===== config.mk =====
export PLATFORM = sky130hd
export DESIGN_NAME = pic_top
export DESIGN_NICKNAME = d
export VERILOG_FILES = /design/src/rtl/pic_pkg.sv /design/src/rtl/pic_regs.sv /design/src/rtl/pic_recog.sv /design/src/rtl/pic_ack.sv /design/src/rtl/pic_top.sv
export SDC_FILE = /design/constraint.sdc
export NUM_CORES = 1
export LEC_CHECK = 0
export CORE_MARGIN = 3
export CORE_UTILIZATION = 47
export CTS_CLUSTER_DIAMETER = 120
export DETAILED_ROUTE_END_ITERATION = 12
export PLACE_DENSITY = 0.68
export SYNTH_ARGS = -nofsm -noshare
export SYNTH_HDL_FRONTEND = slang
export SYNTH_SLANG_ARGS = --single-unit

===== constraint.sdc =====
create_clock -name clk -period 33.6 [get_ports clk]
set_input_delay 6.72 -clock clk [delete_from_list [all_inputs] [get_ports clk]]
set_output_delay 6.72 -clock clk [all_outputs]
set_load 0.01 [all_outputs]

===== src/rtl/pic_pkg.sv =====
package pic_pkg;

    localparam int          VEC_BASE     = 64;
    localparam logic [7:0]  SPURIOUS_VEC = 8'd24;
    localparam int          FIXED_LAST   = 7;
    localparam logic [7:0]  MASK_BASE    = 8'h80;

    // Per-source configuration: level then priority.
    typedef struct packed {
        logic [2:0] level;
        logic [2:0] prio;
    } src_cfg_t;

    // Rank scale 0..8: programmable 0..3 -> 0..3, 4..7 -> 5..8, fixed -> 4.
    typedef logic [3:0] rank_t;

    localparam rank_t MID_RANK = 4'd4;

    function automatic rank_t prog_rank(input logic [2:0] p);
        return p[2] ? ({1'b0, p} + 4'd1) : {1'b0, p};
    endfunction

    typedef struct packed {
        logic       hit;
        logic [7:0] src;
        rank_t      rank;
    } pick_t;

endpackage


===== src/rtl/pic_regs.sv =====
module pic_regs
    import pic_pkg::*;
#(
    parameter int NUM_SRC = 16
) (
    input  logic                         clk,
    input  logic                         rst,
    input  logic                         we,
    input  logic [7:0]                   addr,
    input  logic [7:0]                   wdata,
    output logic [7:0]                   rdata,
    output src_cfg_t [NUM_SRC-1:0]       cfg,
    output logic [NUM_SRC-1:0]           mask
);

    localparam int MASK_BYTES = NUM_SRC / 8;

    logic [1:0] unused_wdata_hi;
    assign unused_wdata_hi = wdata[7:6];

    for (genvar i = 0; i < NUM_SRC; i++) begin : g_src
        if (i == 0) begin : g_none
            assign cfg[i] = '0;
        end else if (i <= FIXED_LAST) begin : g_fixed
            assign cfg[i] = '{level: 3'(i), prio: 3'd0};
        end else begin : g_prog
            src_cfg_t cfg_q;
            always_ff @(posedge clk) begin
                if (rst)
                    cfg_q <= '0;
                else if (we && addr == 8'(i))
                    cfg_q <= wdata[5:0];
            end
            assign cfg[i] = cfg_q;
        end
    end

    for (genvar j = 0; j < MASK_BYTES; j++) begin : g_mask
        always_ff @(posedge clk) begin
            if (rst)
                mask[8*j +: 8] <= 8'hFF;
            else if (we && addr == MASK_BASE + 8'(j))
                mask[8*j +: 8] <= wdata;
        end
    end

    always_comb begin
        rdata = 8'h00;
        for (int i = FIXED_LAST + 1; i < NUM_SRC; i++)
            if (addr == 8'(i))
                rdata = {2'b00, cfg[i]};
        for (int j = 0; j < MASK_BYTES; j++)
            if (addr == MASK_BASE + 8'(j))
                rdata = mask[8*j +: 8];
    end

    assert_mask_reset_R10: assert property (@(posedge clk) disable iff (rst)
        $past(rst) |-> (&mask));

endmodule


===== src/rtl/pic_recog.sv =====
module pic_recog
    import pic_pkg::*;
#(
    parameter int NUM_SRC = 16
) (
    input  logic [NUM_SRC-1:0]     src_req,
    input  logic [NUM_SRC-1:0]     mask,
    input  src_cfg_t [NUM_SRC-1:0] cfg,
    output logic [NUM_SRC-1:0]     active,
    output logic [7:1]             level_req
);

    logic [7:0] lvl_hit;
    logic       unused_lvl0;

    always_comb begin
        active = '0;
        for (int i = 1; i < NUM_SRC; i++)
            active[i] = src_req[i] && !mask[i] && (cfg[i].level != 3'd0);
    end

    always_comb begin
        lvl_hit = '0;
        for (int i = 1; i < NUM_SRC; i++)
            if (active[i])
                lvl_hit[cfg[i].level] = 1'b1;
    end

    assign level_req   = lvl_hit[7:1];
    assign unused_lvl0 = lvl_hit[0];

endmodule


===== src/rtl/pic_ack.sv =====
module pic_ack
    import pic_pkg::*;
#(
    parameter int NUM_SRC = 16
) (
    input  logic                   clk,
    input  logic                   rst,
    input  logic                   iack_rd,
    input  logic [2:0]             iack_lvl,
    input  logic [NUM_SRC-1:0]     active,
    input  src_cfg_t [NUM_SRC-1:0] cfg,
    output logic [7:0]             ack_vec,
    output logic                   ack_ready
);

    pick_t best;

    always_comb begin
        rank_t r;
        best = '0;
        for (int i = 1; i < NUM_SRC; i++) begin
            r = (i <= FIXED_LAST) ? MID_RANK : prog_rank(cfg[i].prio);
            if (active[i] && cfg[i].level == iack_lvl && (!best.hit || r > best.rank)) begin
                best.hit  = 1'b1;
                best.src  = 8'(i);
                best.rank = r;
            end
        end
    end

    always_ff @(posedge clk) begin
        if (rst) begin
            ack_vec   <= '0;
            ack_ready <= 1'b0;
        end else begin
            ack_ready <= iack_rd;
            if (iack_rd)
                ack_vec <= best.hit ? (8'(VEC_BASE) + best.src) : SPURIOUS_VEC;
        end
    end

    assert_ready_follows_R9: assert property (@(posedge clk) disable iff (rst)
        iack_rd |=> ack_ready);
    assert_ready_idle_R9: assert property (@(posedge clk) disable iff (rst)
        !iack_rd |=> !ack_ready);
    assert_vec_range_R7: assert property (@(posedge clk) disable iff (rst)
        ack_ready |-> (ack_vec == SPURIOUS_VEC || ack_vec > 8'(VEC_BASE)));

endmodule


===== src/rtl/pic_top.sv =====
module pic_top
    import pic_pkg::*;
#(
    parameter int NUM_SRC = 16
) (
    input  logic               clk,
    input  logic               rst,
    input  logic [NUM_SRC-1:0] src_req,
    input  logic               reg_we,
    input  logic [7:0]         reg_addr,
    input  logic [7:0]         reg_wdata,
    output logic [7:0]         reg_rdata,
    output logic [7:1]         level_req,
    input  logic               iack_rd,
    input  logic [4:0]         iack_addr,
    output logic [7:0]         iack_vec,
    output logic               iack_ready
);

    src_cfg_t [NUM_SRC-1:0] cfg;
    logic [NUM_SRC-1:0]     mask;
    logic [NUM_SRC-1:0]     active;
    logic [1:0]             unused_addr_lo;

    assign unused_addr_lo = iack_addr[1:0];

    pic_regs #(.NUM_SRC(NUM_SRC)) i_regs (
        .clk(clk), .rst(rst), .we(reg_we), .addr(reg_addr),
        .wdata(reg_wdata), .rdata(reg_rdata), .cfg(cfg), .mask(mask)
    );

    pic_recog #(.NUM_SRC(NUM_SRC)) i_recog (
        .src_req(src_req), .mask(mask), .cfg(cfg),
        .active(active), .level_req(level_req)
    );

    pic_ack #(.NUM_SRC(NUM_SRC)) i_ack (
        .clk(clk), .rst(rst), .iack_rd(iack_rd), .iack_lvl(iack_addr[4:2]),
        .active(active), .cfg(cfg), .ack_vec(iack_vec), .ack_ready(iack_ready)
    );

    assert_full_mask_silent_R1: assert property (@(posedge clk) disable iff (rst)
        (&mask) |-> (level_req == 7'd0));
    assert_empty_ack_spurious_R8: assert property (@(posedge clk) disable iff (rst)
        (iack_rd && level_req == 7'd0) |=> (iack_vec == SPURIOUS_VEC));

endmodule


Word level (Yosys, flattened, before mapping) --
Index checks and enable logic that the tools add are counted.
Cells by class: add/subtract/negate cells 9, magnitude comparators 30, eq/ne operators 25, multiplexer cells 65, reductions and logical operators 121, bitwise operators 8
Operators by type and width (count):
- 2-to-1 mux 13 bit | 15
- 2-to-1 mux 8 bit | 12
- logical AND 1 bit | 70
- == test 8 x 4 -> 1 bit (second input constant) | 8
- OR 8 bit | 8
- 2-to-1 mux 6 bit | 9
- 2-to-1 mux 4 bit | 9
- adder 3 x 1 -> 4 bit (second input constant) | 8
- greater-than comparator 4 bit | 8
- less-than comparator 3 x 4 -> 1 bit (second input constant) | 8
- logical NOT 1 bit | 29
- demux 1 bit (select 3 bit) | 8
- == test 3 bit | 8
- greater-or-equal comparator 3 x 1 -> 1 bit (second input constant) | 8
- greater-than comparator 3 x 4 -> 1 bit (first input constant) | 6
- nonzero test 3 bit | 8
- == test 8 bit (second input constant) | 2
- logical OR 1 bit | 14
- == test 3 bit (first input constant) | 4
- adder 7 x 8 -> 8 bit (first input constant) | 1
- 2-to-1 mux 1 bit | 8
- 2-to-1 mux 7 bit | 1
- == test 2 x 3 -> 1 bit (first input constant) | 2
- 2-to-1 mux 5 bit | 1
- 3 further kinds | 3
Word-level totals: bits in registers 73, bits of input ports 41, output and inout bits 24, word-level logic and storage cells 278

Logic depth before layout (Yosys ltp) --
Gate-level depths: netlist (run 1).
depth in word-level cells 62, gate-level depth with buffers 74, mapped depth without buffers 70

Modules after synthesis --
Synthesis (run 1) repeated with hierarchy kept, for this count alone.
Second synthesis, totals: cell total of the unflattened synthesis 903, area total of the unflattened synthesis 7526.0 um^2
Modules (own cells, without submodules):
- pic_regs | cells an instance 368, instances 1, area each 3460.8 um^2, sequential area each 1281.2 um^2
- pic_ack | cells an instance 329, instances 1, area each 2725.1 um^2, sequential area each 140.1 um^2
- pic_recog | cells an instance 206, instances 1, area each 1340.0 um^2, sequential area each 0.0 um^2

Least setup slack after synthesis (run 1) --
No wires, ideal clock.
kind input to register, from input src_req[7], to register i_ack.ack_vec[2], data required time 33468 ps, library setup time 132 ps, stages on the path 71, path buffers 5, path slack 14740 ps, data arrival time 18728 ps, cell sequence and4b_1 -> mux2_4 -> or4_4 -> buf_6 -> ha_1 -> nand4b_1 -> a21o_1 -> o221ai_1 -> a21o_1 -> nor2_1 -> inv_1 -> ha_1 -> and4_1 -> a211oi_2 -> or2_1 -> buf_6 -> mux2i_1 -> ha_1 -> (+35 left out) -> o21ai_0 -> nand2b_1 -> a21oi_1 -> a41o_1 -> a21oi_2 -> nor3_1 -> a21oi_1 -> o31a_1 -> ha_1 -> nor2b_1 -> o21ai_0 -> nand2b_1 -> a21oi_1 -> a41o_1 -> o22ai_1 -> nor4_1 -> a2bb2oi_1 -> a21oi_1
Between the ends: longest elaborated chain between the ends 38, elaborated cells between the ends (all ways) 46, classes of those cells 1 x add/sub; 8 x order compare; 10 x mux; 27 x reduce/logical
RTL lines:
- from (decl) | RTL line pic_top.sv:8 | input logic [NUM_SRC-1:0] src_req,
- logical AND 1 bit (*) | RTL line pic_recog.sv:19 | active[i] = src_req[i] && !mask[i] && (cfg[i].level != 3'd0);
- logical AND 1 bit (*) (2 in a row) | RTL line pic_ack.sv:23 | if (active[i] && cfg[i].level == iack_lvl && (!best.hit || r > best.rank)) begin
- 2-to-1 mux 13 bit (*) | RTL line pic_ack.sv:23
- greater-than comparator 4 bit or logical NOT 1 bit (tied branches) | RTL line pic_ack.sv:23
- logical OR 1 bit | RTL line pic_ack.sv:23
- logical AND 1 bit | RTL line pic_ack.sv:23
- 2-to-1 mux 13 bit (*) | RTL line pic_ack.sv:23
- greater-than comparator 4 bit or logical NOT 1 bit (tied branches) | RTL line pic_ack.sv:23
- (+21 left out)
- logical AND 1 bit | RTL line pic_ack.sv:23
- 2-to-1 mux 13 bit (*) | RTL line pic_ack.sv:23
- greater-than comparator 4 bit or logical NOT 1 bit (tied branches) | RTL line pic_ack.sv:23
- logical OR 1 bit | RTL line pic_ack.sv:23
- logical AND 1 bit | RTL line pic_ack.sv:23
- 2-to-1 mux 13 bit (*) | RTL line pic_ack.sv:23
- adder 7 x 8 -> 8 bit | RTL line pic_ack.sv:38 | ack_vec <= best.hit ? (8'(VEC_BASE) + best.src) : SPURIOUS_VEC;
- 2-to-1 mux 8 bit (*) | RTL line pic_ack.sv:38
- to (signal assigned) | RTL line pic_ack.sv:38
- to (decl) | RTL line pic_ack.sv:12 | output logic [7:0] ack_vec,
Every way passes the cells marked *; elsewhere a longest branch is shown, timed or not. A chain may end at the register's enable or synchronous reset.

Final worst setup path (run 1) --
from input iack_addr[4], to register i_ack.ack_vec[2]
Between the ends: longest elaborated chain between the ends 61, elaborated cells between the ends (all ways) 103, classes of those cells 1 x add/sub; 14 x order compare; 15 x eq/ne; 16 x mux; 57 x reduce/logical
RTL lines:
- from (decl) | RTL line pic_top.sv:15 | input logic [4:0] iack_addr,
- == test 1 x 3 -> 1 bit | RTL line pic_ack.sv:23
- logical AND 1 bit | RTL line pic_ack.sv:23
- 2-to-1 mux 13 bit | RTL line pic_ack.sv:23
- greater-than comparator 3 x 4 -> 1 bit or logical NOT 1 bit (tied branches) | RTL line pic_ack.sv:23
- logical OR 1 bit | RTL line pic_ack.sv:23
- logical AND 1 bit | RTL line pic_ack.sv:23
- 2-to-1 mux 13 bit | RTL line pic_ack.sv:23
- greater-than comparator 3 x 4 -> 1 bit or logical NOT 1 bit (tied branches) | RTL line pic_ack.sv:23
- (+45 left out)
- logical AND 1 bit | RTL line pic_ack.sv:23
- 2-to-1 mux 13 bit | RTL line pic_ack.sv:23
- greater-than comparator 4 bit or logical NOT 1 bit (tied branches) | RTL line pic_ack.sv:23
- logical OR 1 bit | RTL line pic_ack.sv:23
- logical AND 1 bit | RTL line pic_ack.sv:23
- 2-to-1 mux 13 bit (*) | RTL line pic_ack.sv:23
- adder 7 x 8 -> 8 bit | RTL line pic_ack.sv:38
- 2-to-1 mux 8 bit (*) | RTL line pic_ack.sv:38
Marks and branches as above.

==> metrics.md, run 1 <==
| Metric | Value |
|---|---|
| Fin Setup TNS | `0 ns` |
| Chip height | `around 120 µm` |
| Die Area | `14300 µm²` |
| Critical Path AT | `22.18 ns` |
| Vias in the first global route | `roughly 5.8k` |
| CTS Sinks | `approximately 70` |
| CP Launch Point | `iack_addr[4]` |
| Ys Warns | `0` |
| Die width | `between 100 and 150 µm` |
| IR drop worst, VDD | `0.0299 mV` |
| DRC viols | `0` |
| Initial Utilization | `49.4%` |
| PostCTS Resize Cnt | `0` |
| Vias/cell | `6.11` |
| WP data required | `~34 ns` |
| Hold Path Origin | `i_ack.ack_vec[4]$_SDFFE_PP0P_` |
| Seq/Total Area, Yosys | `between 20% and 30%` |
| I/O Pins | `65` |
| Cell Rows | `40` |
| GR Util All Layers | `approximately 25%` |
| CTS max path bufs | `2` |
| Sw Pwr | `between 0.00004 and 0.00005 W` |
| DR pass1 iterations | `6` |
| Main synth FF type | `dfxtp_1` |
| Tcrit/Tclk final | `between 60 and 70%` |
| GPL Wtd Cong | `approximately 0.92` |
| Status | `completed` |
| CP max stage delay | `around 0.83 ns` |
| Via count | `between 6k and 7k` |
| Global-route wire length before repair | `around 30000 µm` |
| Static Leak | `around 2.7 nW` |
| Share of power burned in registers | `between 40 and 50%` |
| Distinct cell type count of the synthesized netlist | `79` |
| Netlist Area Pre-Place | `around 6100 µm²` |
| Clock share of power | `46.9%` |
| Pin count of the biggest net entering global routing | `73` |
| # diodes | `0` |
| CTS tree | `done` |
| Clock-pin slew on the worst setup and hold paths | `0.06 ns` |
| Worst Hold Class | `flip-flop to flip-flop` |
| Critical path type | `input pin to flip-flop` |
| Worst path slowest cell | `clkdlybuf4s50_1` |
| Most common cell in the netlist | `nand2_1` |
| Skew-Pair Late Insertion Delay | `~0.34 ns` |
| Buffers on Ports | `roughly 60` |
| Drt total wl | `~18000 µm` |
| Slew margin rel. | `20.7%` |
| Worst r2r src | `i_regs.mask[7]$_SDFFE_PP1P_` |
| Top post-synthesis cells by area | `dfxtp_1 (23%), ha_1 (7.6%), nand2_1 (7.1%), mux2i_1 (4.8%), a21oi_1 (4.7%)` |
| Clock H-tree levels | `3` |
| Synth area leader | `dfxtp_1` |
| Hold Buf Count CTS | `0` |
| Share of cells above drive strength 1 | `5.45%` |
| Initial antenna violation count | `0` |
| Drt wl/cell | `18.4 µm` |
| CTS Root Cell | `clkbuf_16` |
| Async S/R FF share, synth | `0%` |
| Post-synth top cells | `nand2_1 (115), dfxtp_1 (71), a21oi_1 (57), nor2_1 (54)` |
| CORE AREA | `approximately 12000 µm²` |
| Global route total overflow | `0` |
| Slew @ Worst Pin | `approximately 1.2 ns` |
| Worst Clk Skew | `0.00920 ns` |
| Antenna Nets Post-Route | `0` |
| RSZ-0062 raised after global routing | `false` |
| Max-Cap Viols | `0` |
| Worst Setup End Kind | `flip-flop` |
| Delay-heaviest family, CP | `compound AO/OA/AOI/OAI gates` |
| Final net count | `899` |
| DRT iter0 DRCs | `around 580` |
| Final Max Slew Viols | `0` |
| Worst-path fanout max | `22` |
| Bufs and invs on worst path | `2` |
| FMAX | `0.0455 GHz` |
| Int Power | `between 0.0001 and 0.00015 W` |
| Fill count | `between 1k and 1.5k` |
| Finish-stage setup viols | `0` |
| Pwr Total | `approximately 0.00019 W` |
| Detailed placement HPWL | `between 10000 and 15000 µm` |
| Yosys top cell area share | `between 20% and 30%` |
| Area delta synth->final | `13.7%` |
| Synth Instances | `approximately 800` |
| Most used cell, CP | `ha_1` |
| Logic pwr share | `~8.1%` |
| Register area | `around 1400 µm²` |
| CTS buffer count | `9` |
| Critical Path Start Type | `input pin` |
| Synth Register Bits | `71` |
| Multi-input logic area | `~4300 µm²` |
| Min Tclk post-route | `between 20 and 25 ns` |
| Number of synthesized flops with an enable pin | `0` |
| Sw frac | `between 20% and 30%` |
| Post-CTS Setup Bufs | `0` |
| PD cells | `~27 nW/µm²` |
| Avg Cell Area, Syn | `7.53 µm²` |
| Final Hold Vio Count | `0` |
[layout by cell type, fill, tap and decap left out, drive strengths merged, types with 6 or more instances in the layout]
master	instances
nand2	115
dfxtp	71
clkdlybuf4s50	58
a21oi	58
nor2	54
nand3	48
ha	37
nor2b	33
mux2i	30
nand3b	23
nand2b	21
xnor2	21
nor3	21
o21ai	19
inv	17
nor3b	15
and3	11
a21o	10
nor4	10
clkbuf	10
o21a	9
o22ai	8
mux2	8
a211oi	7
a22oi	6
a221oi	6
[cell families (layout without fill, tap and decap cells)]
| group | Yosys count | count (layout) | synth area share [%] |
|---|---|---|---|
| AOI/OAI and AO/OA | 173 | 173 | 19.6 |
| xor gates and xnor gates | 24 | 24 | 3.46 |
| adders and majority gates | 37 | 37 | 7.61 |
| buffers and inverters | 77 | 94 | 5.39 |
| DFF | 71 | 71 | 23.4 |
| muxes | 39 | 39 | 6.91 |
| other | 1 | 2 | 0.0617 |
| and+or+nand+nor | 386 | 386 | 33.6 |
[final timing paths]
check | end | cells past startpoint | slack (ns)
worst max-delay path | i_ack.ack_vec[2]$_SDFFE_PP0P_ | 68 | 11.61
worst min register to register | i_ack.ack_vec[4]$_SDFFE_PP0P_ | 2 | 0.49
worst min-delay path | i_ack.ack_vec[4]$_SDFFE_PP0P_ | 2 | 0.49
worst max register to register | i_ack.ack_vec[2]$_SDFFE_PP0P_ | 67 | 18.64
[per-layer routing]
layer	vias up	GRT usage [%]	share of wire [%]	routed length [µm]
met2	254	41.6	46	8340
met1	2848	34.8	45	8300
met5	-	0	0	0
li1	2946	-	-	-
met4	0	6.94	2.1	379
met3	28	3.96	7.1	1300
[flip-flops by register name (all words and copies together), names as in the netlist]
register         cells
i_regs.cfg          48
i_regs.mask         16
i_ack.ack_ready      1
i_ack.ack_vec        6
[through the flow]
step | hold WS, ns | instances | utilization, % | cell area [µm²] | setup slack (ns)
floorplan | 0.442 | 809 | - | 6080 | 14.74
global placement | 0.458 | 978 | 53.9 | 6640 | 11.81
detailed placement | 0.469 | 978 | 53.9 | 6640 | 11.49
CTS | 0.488 | 994 | 56.1 | 6910 | 11.74
global route | 0.513 | 994 | 56.1 | 6910 | 10.21
finish | 0.486 | 994 | 56.1 | 6910 | 11.61
[cell type report]
type | count | area share, %
sequential | 71 | 20.6
timing repair buffer | 63 | 8.90
clock buffer | 10 | 3.31
tap | 168 | 3.04
clock inverter | 6 | 0.652
inverter | 15 | 0.814
multi-input combinational | 661 | 62.7
[power by group through the flow]
stage | Clock, W | Sequential (W) | Combinational, W
4_1_cts | 0.0000901 | 0.0000849 | 0.0000150
6_report | 0.0000883 | 0.0000849 | 0.0000152
3_3_place_gp | 0 | 0.0000867 | 0.0000146
5_1_grt | 0.0000929 | 0.0000849 | 0.0000161
2_1_floorplan | 0 | 0.0000867 | 0.00000768
3_5_place_dp | 0 | 0.0000867 | 0.0000150
[worst register-to-register path, delay by kind of cell, from the launching register on]
kind / cells / cell delay [ns]
and+or+nand+nor: 20 / 3.68
DFF: 1 / 0.41
AOI/OAI and AO/OA: 35 / 7.29
muxes: 3 / 1.00
adders and majority gates: 8 / 2.40
buffers and inverters: 1 / 0.07
No activity file was read; power rests on OpenSTA's default activity.
==> run 2: changes to the inputs <==
--- a/config.mk
+++ b/config.mk
@@ -9,7 +9,7 @@
 export CORE_UTILIZATION = 47
 export CTS_CLUSTER_DIAMETER = 120
 export DETAILED_ROUTE_END_ITERATION = 12
-export PLACE_DENSITY = 0.68
+export PLACE_DENSITY = 0.71
 export SYNTH_ARGS = -nofsm -noshare
 export SYNTH_HDL_FRONTEND = slang
 export SYNTH_SLANG_ARGS = --single-unit
==> constraint.sdc (replaced) <==
create_clock -name clk -period 20 [get_ports clk]
set_input_delay 4 -clock clk [delete_from_list [all_inputs] [get_ports clk]]
set_output_delay 4 -clock clk [all_outputs]
set_load 0.01 [all_outputs]
==> metrics.md, run 2 (synthesized netlist as in run 1, its figures left out) <==
| Metric | Value |
|---|---|
| Global-route wire length before repair | `30400 µm (was 29700 µm)` |
| Chip height | `120 µm (unchanged)` |
| Worst Hold Class | `flip-flop to flip-flop (unchanged)` |
| Final net count | `899 (unchanged)` |
| GPL Wtd Cong | `0.924 (about the same)` |
| CORE AREA | `12300 µm² (unchanged)` |
| # diodes | `0 (unchanged)` |
| Drt total wl | `18800 µm (was 18300 µm)` |
| Final Hold Vio Count | `0 (unchanged)` |
| CTS buffer count | `9 (unchanged)` |
| Finish-stage setup viols | `0 (unchanged)` |
| DP Worst Slack | `0.893 ns (was 11.49 ns)` |
| Via count | `6114 (was 6076)` |
| Worst-path fanout max | `22 (unchanged)` |
| WHS Path Cells | `2 (unchanged)` |
| Share of cells above drive strength 1 | `5.69% (was 5.45%)` |
| Pin count of the biggest net entering global routing | `73 (unchanged)` |
| Fin Setup TNS | `0 ns (unchanged)` |
| Slew margin rel. | `14.1% (was 20.7%)` |
| PD cells | `46.9 nW/µm² (was 27.3 nW/µm²)` |
| Worst Clk Skew | `0.00964 ns (was 0.00920 ns)` |
| Worst path slowest cell | `clkdlybuf4s50_1 (unchanged)` |
| Register area | `1420 µm² (unchanged)` |
| Final worst slack | `1.25 ns (was 11.61 ns)` |
| Antenna Nets Post-Route | `0 (unchanged)` |
| GR Util All Layers | `26.3% (was 25.4%)` |
| Skew-Pair Late Insertion Delay | `0.34 ns (about the same)` |
| Vias/cell | `6.15 (was 6.11)` |
| PostCTS Resize Cnt | `0 (unchanged)` |
| CP max stage delay | `0.75 ns (was 0.83 ns)` |
| Area delta synth->final | `14.1% (was 13.7%)` |
| Detailed placement HPWL | `14500 µm (was 14000 µm)` |
| Tcrit/Tclk final | `between 90% and 100%` |
| FMAX | `around 0.053 GHz` |
| Die Area | `14300 µm² (unchanged)` |
| Drt wl/cell | `18.9 µm (was 18.4 µm)` |
| DRT iter0 DRCs | `510 (was 582)` |
| CTS max path bufs | `2 (unchanged)` |
| I/O Pins | `65 (unchanged)` |
| Fill count | `1170 (was 1208)` |
| Clock H-tree levels | `3 (unchanged)` |
| Clock-pin slew on the worst setup and hold paths | `0.06 ns (about the same)` |
| WHS | `0.473 ns (was 0.486 ns)` |
| Static Leak | `2.67 nW (was 2.66 nW)` |
| Global route total overflow | `0 (unchanged)` |
| Pwr Total | `0.000325 W (was 0.000188 W)` |
| Final Max Slew Viols | `0 (unchanged)` |
| DRC viols | `0 (unchanged)` |
| Cell Rows | `40 (unchanged)` |
| Initial Utilization | `49.4% (unchanged)` |
| CTS Root Cell | `clkbuf_16 (unchanged)` |
| CTS tree | `done (unchanged)` |
| FF-to-FF path depth | `67 (unchanged)` |
| Max reg flops | `48 (unchanged)` |
| Most common cell after layout, fill and taps aside | `nand2_1 (unchanged)` |
| CTS Sinks | `71 (unchanged)` |
| Min Tclk post-route | `around 19 ns` |
| Slew @ Worst Pin | `1.28 ns (was 1.18 ns)` |
| Most frequent cells in the layout | `nand2_1 (115), dfxtp_1 (71), clkdlybuf4s50_1 (58) (unchanged)` |
| Status | `completed (unchanged)` |
| Max-Cap Viols | `0 (unchanged)` |
| IR drop worst, VDD | `0.0620 mV (was 0.0299 mV)` |
| Worst Setup End Kind | `flip-flop (unchanged)` |
| Die width | `120 µm (unchanged)` |
| Initial antenna violation count | `0 (unchanged)` |
| Critical path type | `input pin to flip-flop (unchanged)` |
| Multi-input logic area | `4340 µm² (about the same)` |
| WP data required | `20.17 ns (was 33.79 ns)` |
| RSZ-0062 raised after global routing | `false (unchanged)` |
| Vias in the first global route | `5830 (was 5751)` |
| Post-CTS Setup Bufs | `0 (unchanged)` |
| Most used cell, CP | `ha_1 (unchanged)` |
| Critical Path AT | `18.93 ns (was 22.18 ns)` |
| Buffers on Ports | `59 (unchanged)` |
| Hold Buf Count CTS | `0 (unchanged)` |
| DR pass1 iterations | `5 (was 6)` |
| Critical Path Start Type | `input pin (unchanged)` |
-- run 2: changes by cell type in the layout (fill, tap and decap cells not counted) --
cell        delta
clkinv_2       -1
clkinv_4       +1
o22ai_2        +1
inv_8          +1
o22ai_1        -1
clkbuf_8       +1
clkbuf_1       -1
clkinvlp_4     -1
-- run 2: area by class of cell --
| class | count | area share [%] |
|---|---|---|
| Multi-Input combinational cell | 661 | 62.6 |
| Tap cell | 168 | 3.03 |
| Clock inverter | 6 | 0.758 |
| Sequential cell | 71 | 20.5 |
| Inverter | 15 | 0.812 |
| Clock buffer | 10 | 3.45 |
| Timing Repair Buffer | 63 | 8.87 |
-- run 2: worst max-delay path, delay by kind of cell --
family,cells,cell delay (ns)
fa+ha+maj,8,2.38
buf+inv,3,1.19
mux,2,0.65
compound gates,35,7.11
simple gates,20,3.56
-- run 2: where the power goes --
group	leakage [nW]	total, W	switching (W)	internal (W)
clock network	0.138	0.000156	0.0000672	0.0000893
logic	1.96	0.0000260	0.0000143	0.0000117
registers	0.573	0.000143	0.000000571	0.000142
-- run 2: path summary, 6_finish.rpt --
kind,start,end,slack [ns]
setup / recovery,iack_addr[3],i_ack.ack_vec[2]$_SDFFE_PP0P_,1.25
hold / removal,i_regs.mask[0]$_SDFFE_PP1P_,i_regs.mask[0]$_SDFFE_PP1P_,0.47
hold reg to reg,i_regs.mask[0]$_SDFFE_PP1P_,i_regs.mask[0]$_SDFFE_PP1P_,0.47
setup reg to reg,i_regs.mask[7]$_SDFFE_PP1P_,i_ack.ack_vec[2]$_SDFFE_PP0P_,5.27
-- run 2: through the flow --
stage,utilization [%],area (µm²),instances
floorplan,-,6080,809
CTS,56.3,6930,994
detailed placement,53.9,6640,978
global placement,53.9,6640,978
finish,56.3,6940,994
global route,56.3,6940,994
-- run 2: metal layers --
| metal | global-route usage, % | routed length [µm] |
|---|---|---|
| met5 | 0 | 0 |
| met4 | 8.09 | 437 |
| met3 | 4.62 | 1360 |
| met2 | 42.2 | 8570 |
| met1 | 36.2 | 8410 |
==> run 3: changes to the inputs <==
--- a/config.mk
+++ b/config.mk
@@ -9,7 +9,7 @@
 export CORE_UTILIZATION = 47
 export CTS_CLUSTER_DIAMETER = 120
 export DETAILED_ROUTE_END_ITERATION = 12
-export PLACE_DENSITY = 0.71
+export PLACE_DENSITY = 0.82
 export SYNTH_ARGS = -nofsm -noshare
 export SYNTH_HDL_FRONTEND = slang
 export SYNTH_SLANG_ARGS = --single-unit
==> metrics.md, run 3 (synthesized netlist as in run 1, its figures left out) <==
| Metric | Value |
|---|---|
| Status | `completed (unchanged)` |
| IR drop worst, VDD | `0.0522 mV (was 0.0620 mV)` |
| CTS Sinks | `71 (unchanged)` |
| Initial Utilization | `49.4% (unchanged)` |
| Final net count | `902 (was 899)` |
| Clock share of power | `47.2% (was 48.1%)` |
| CP max stage delay | `0.90 ns (was 0.75 ns)` |
| Pwr Total | `0.000319 W (was 0.000325 W)` |
| Worst path slowest cell | `clkdlybuf4s50_1 (unchanged)` |
| Min Tclk post-route | `18.77 ns (was 18.75 ns)` |
| Int Power | `0.000238 W (was 0.000243 W)` |
| WP data required | `20.20 ns (was 20.17 ns)` |
| Most common cell after layout, fill and taps aside | `nand2_1 (unchanged)` |
| Sw frac | `25.3% (was 25.2%)` |
| Worst Clk Skew | `0.00953 ns (was 0.00964 ns)` |
| Final Instance Area | `6940 µm² (about the same)` |
| CTS tree | `done (unchanged)` |
| Initial antenna violation count | `0 (unchanged)` |
| CORE AREA | `12300 µm² (unchanged)` |
| Final Max Slew Viols | `0 (unchanged)` |
| Buffers on Ports | `59 (unchanged)` |
| PostCTS Resize Cnt | `0 (unchanged)` |
| GR Util met3 | `5.47% (was 4.62%)` |
| Pin count of the biggest net entering global routing | `73 (unchanged)` |
| GRT busiest layer | `met2 (unchanged)` |
| Global-route wire length before repair | `28600 µm (was 30400 µm)` |
| Fin Setup TNS | `0 ns (unchanged)` |
| CTS max path bufs | `2 (unchanged)` |
| CTS Root Cell | `clkbuf_16 (unchanged)` |
| Clock-pin slew on the worst setup and hold paths | `0.06 ns (about the same)` |
| Finish-stage setup viols | `0 (unchanged)` |
| Die width | `120 µm (unchanged)` |
| Chip height | `120 µm (unchanged)` |
| Post-CTS Setup Bufs | `0 (unchanged)` |
| Skew-Pair Late Insertion Delay | `0.35 ns (was 0.34 ns)` |
| FMAX | `0.0533 GHz (about the same)` |
| Antenna Nets Post-Route | `0 (unchanged)` |
| Die Area | `14300 µm² (unchanged)` |
| Met1 Use GR | `33.6% (was 36.2%)` |
| I/O Pins | `65 (unchanged)` |
| Critical Path AT | `18.97 ns (was 18.93 ns)` |
| DRT iter0 DRCs | `537 (was 510)` |
| Hold Buf Count CTS | `0 (unchanged)` |
| Most frequent cells in the layout | `nand2_1 (115), dfxtp_1 (71), clkdlybuf4s50_1 (58) (unchanged)` |
| Slew @ Worst Pin | `1.12 ns (was 1.28 ns)` |
| CTS buffer count | `9 (unchanged)` |
| Worst Setup End Kind | `flip-flop (unchanged)` |
| DR pass1 iterations | `6 (was 5)` |
| Vias in the first global route | `5593 (was 5830)` |
| Drt total wl | `17500 µm (was 18800 µm)` |
| Tcrit/Tclk final | `93.8% (about the same)` |
| # diodes | `0 (unchanged)` |
| Share of power burned in registers | `44.7% (was 43.9%)` |
| Final Hold Vio Count | `0 (unchanged)` |
| Cell Rows | `40 (unchanged)` |
| Most used cell, CP | `ha_1 (unchanged)` |
| Static Leak | `2.67 nW (about the same)` |
| Clock H-tree levels | `3 (unchanged)` |
| Detailed placement HPWL | `13200 µm (was 14500 µm)` |
| Slew margin rel. | `25.6% (was 14.1%)` |
| Worst-path fanout max | `16 (was 22)` |
| PD cells | `46.0 nW/µm² (was 46.9 nW/µm²)` |
| GR Util All Layers | `24.4% (was 26.3%)` |
| Area delta synth->final | `14.1% (about the same)` |
| Critical path type | `input pin to flip-flop (unchanged)` |
| Logic pwr share | `8.1% (was 8.0%)` |
| DRC viols | `0 (unchanged)` |
| Sw Pwr | `0.0000806 W (was 0.0000820 W)` |
| RSZ-0062 raised after global routing | `false (unchanged)` |
| Global route total overflow | `0 (unchanged)` |
| M2 GR Usage | `38.2% (was 42.2%)` |
| Max-Cap Viols | `0 (unchanged)` |
| Critical Path Start Type | `input pin (unchanged)` |
| Share of cells above drive strength 1 | `5.79% (was 5.69%)` |
| Max reg flops | `48 (unchanged)` |
| Drt wl/cell | `17.5 µm (was 18.9 µm)` |
| Vias/cell | `6.04 (was 6.15)` |
| GPL Wtd Cong | `0.987 (was 0.924)` |
| Final Util | `56.3% (about the same)` |
| Placed Area | `6660 µm² (was 6640 µm²)` |
| Via count | `6025 (was 6114)` |
| Worst Hold Class | `flip-flop to flip-flop (unchanged)` |
## run 3: cell types whose count changed in the layout (fill, tap and decap cells not counted), sizes merged
cell      change
inv           -1
buf           +3
clkinvlp      +1
## run 3: stage by stage
step                      hold WS, ns  cells  setup WS, ns
final                           0.473    997          1.23
after global routing            0.501    997        0.0673
after CTS                       0.475    997          1.34
after detailed placement        0.459    981          1.04
after global placement          0.455    981          1.26
after floorplan                 0.442    809          3.86
## run 3: per-layer routing
metal  part of all wire (%)  vias to the layer above
met3                    8.8                       33
met5                      0                        -
met1                     44                     2809
met2                     45                      238
li1                       -                     2945
met4                    2.4                        0
## run 3: layout make-up
type	count	area, µm²
Clock buffer	10	229
Clock inverter	6	45.0
Fill cell	1161	5380
Inverter	15	56.3
Multi-Input combinational cell	661	4340
Sequential cell	71	1420
Tap cell	168	210
Timing Repair Buffer	66	638
## run 3: worst max-delay path: cells and delay by family
family,cells,cell delay (ns)
buffers and inverters,2,0.96
adders and majority gates,8,2.37
muxes,3,1.03
and+or+nand+nor,19,3.41
AOI/OAI and AO/OA,35,7.19
## run 3: worst paths after layout
| kind | startpoint | end | slack (ns) | depth (start not counted) |
|---|---|---|---|---|
| min | i_ack.ack_vec[2]$_SDFFE_PP0P_ | i_ack.ack_vec[2]$_SDFFE_PP0P_ | 0.47 | 2 |
| min reg2reg | i_ack.ack_vec[2]$_SDFFE_PP0P_ | i_ack.ack_vec[2]$_SDFFE_PP0P_ | 0.47 | 2 |
| max reg2reg | i_regs.mask[7]$_SDFFE_PP1P_ | i_ack.ack_vec[2]$_SDFFE_PP0P_ | 5.21 | 67 |
| max | iack_addr[3] | i_ack.ack_vec[2]$_SDFFE_PP0P_ | 1.23 | 67 |
## run 3: power groups by stage
stage / Combinational (W) / Sequential (W) / Clock (W)
2_1_floorplan: 0.0000129 / 0.000146 / 0
3_3_place_gp: 0.0000252 / 0.000146 / 0
3_5_place_dp: 0.0000253 / 0.000146 / 0
4_1_cts: 0.0000255 / 0.000143 / 0.000150
5_1_grt: 0.0000276 / 0.000143 / 0.000158
6_report: 0.0000259 / 0.000143 / 0.000151
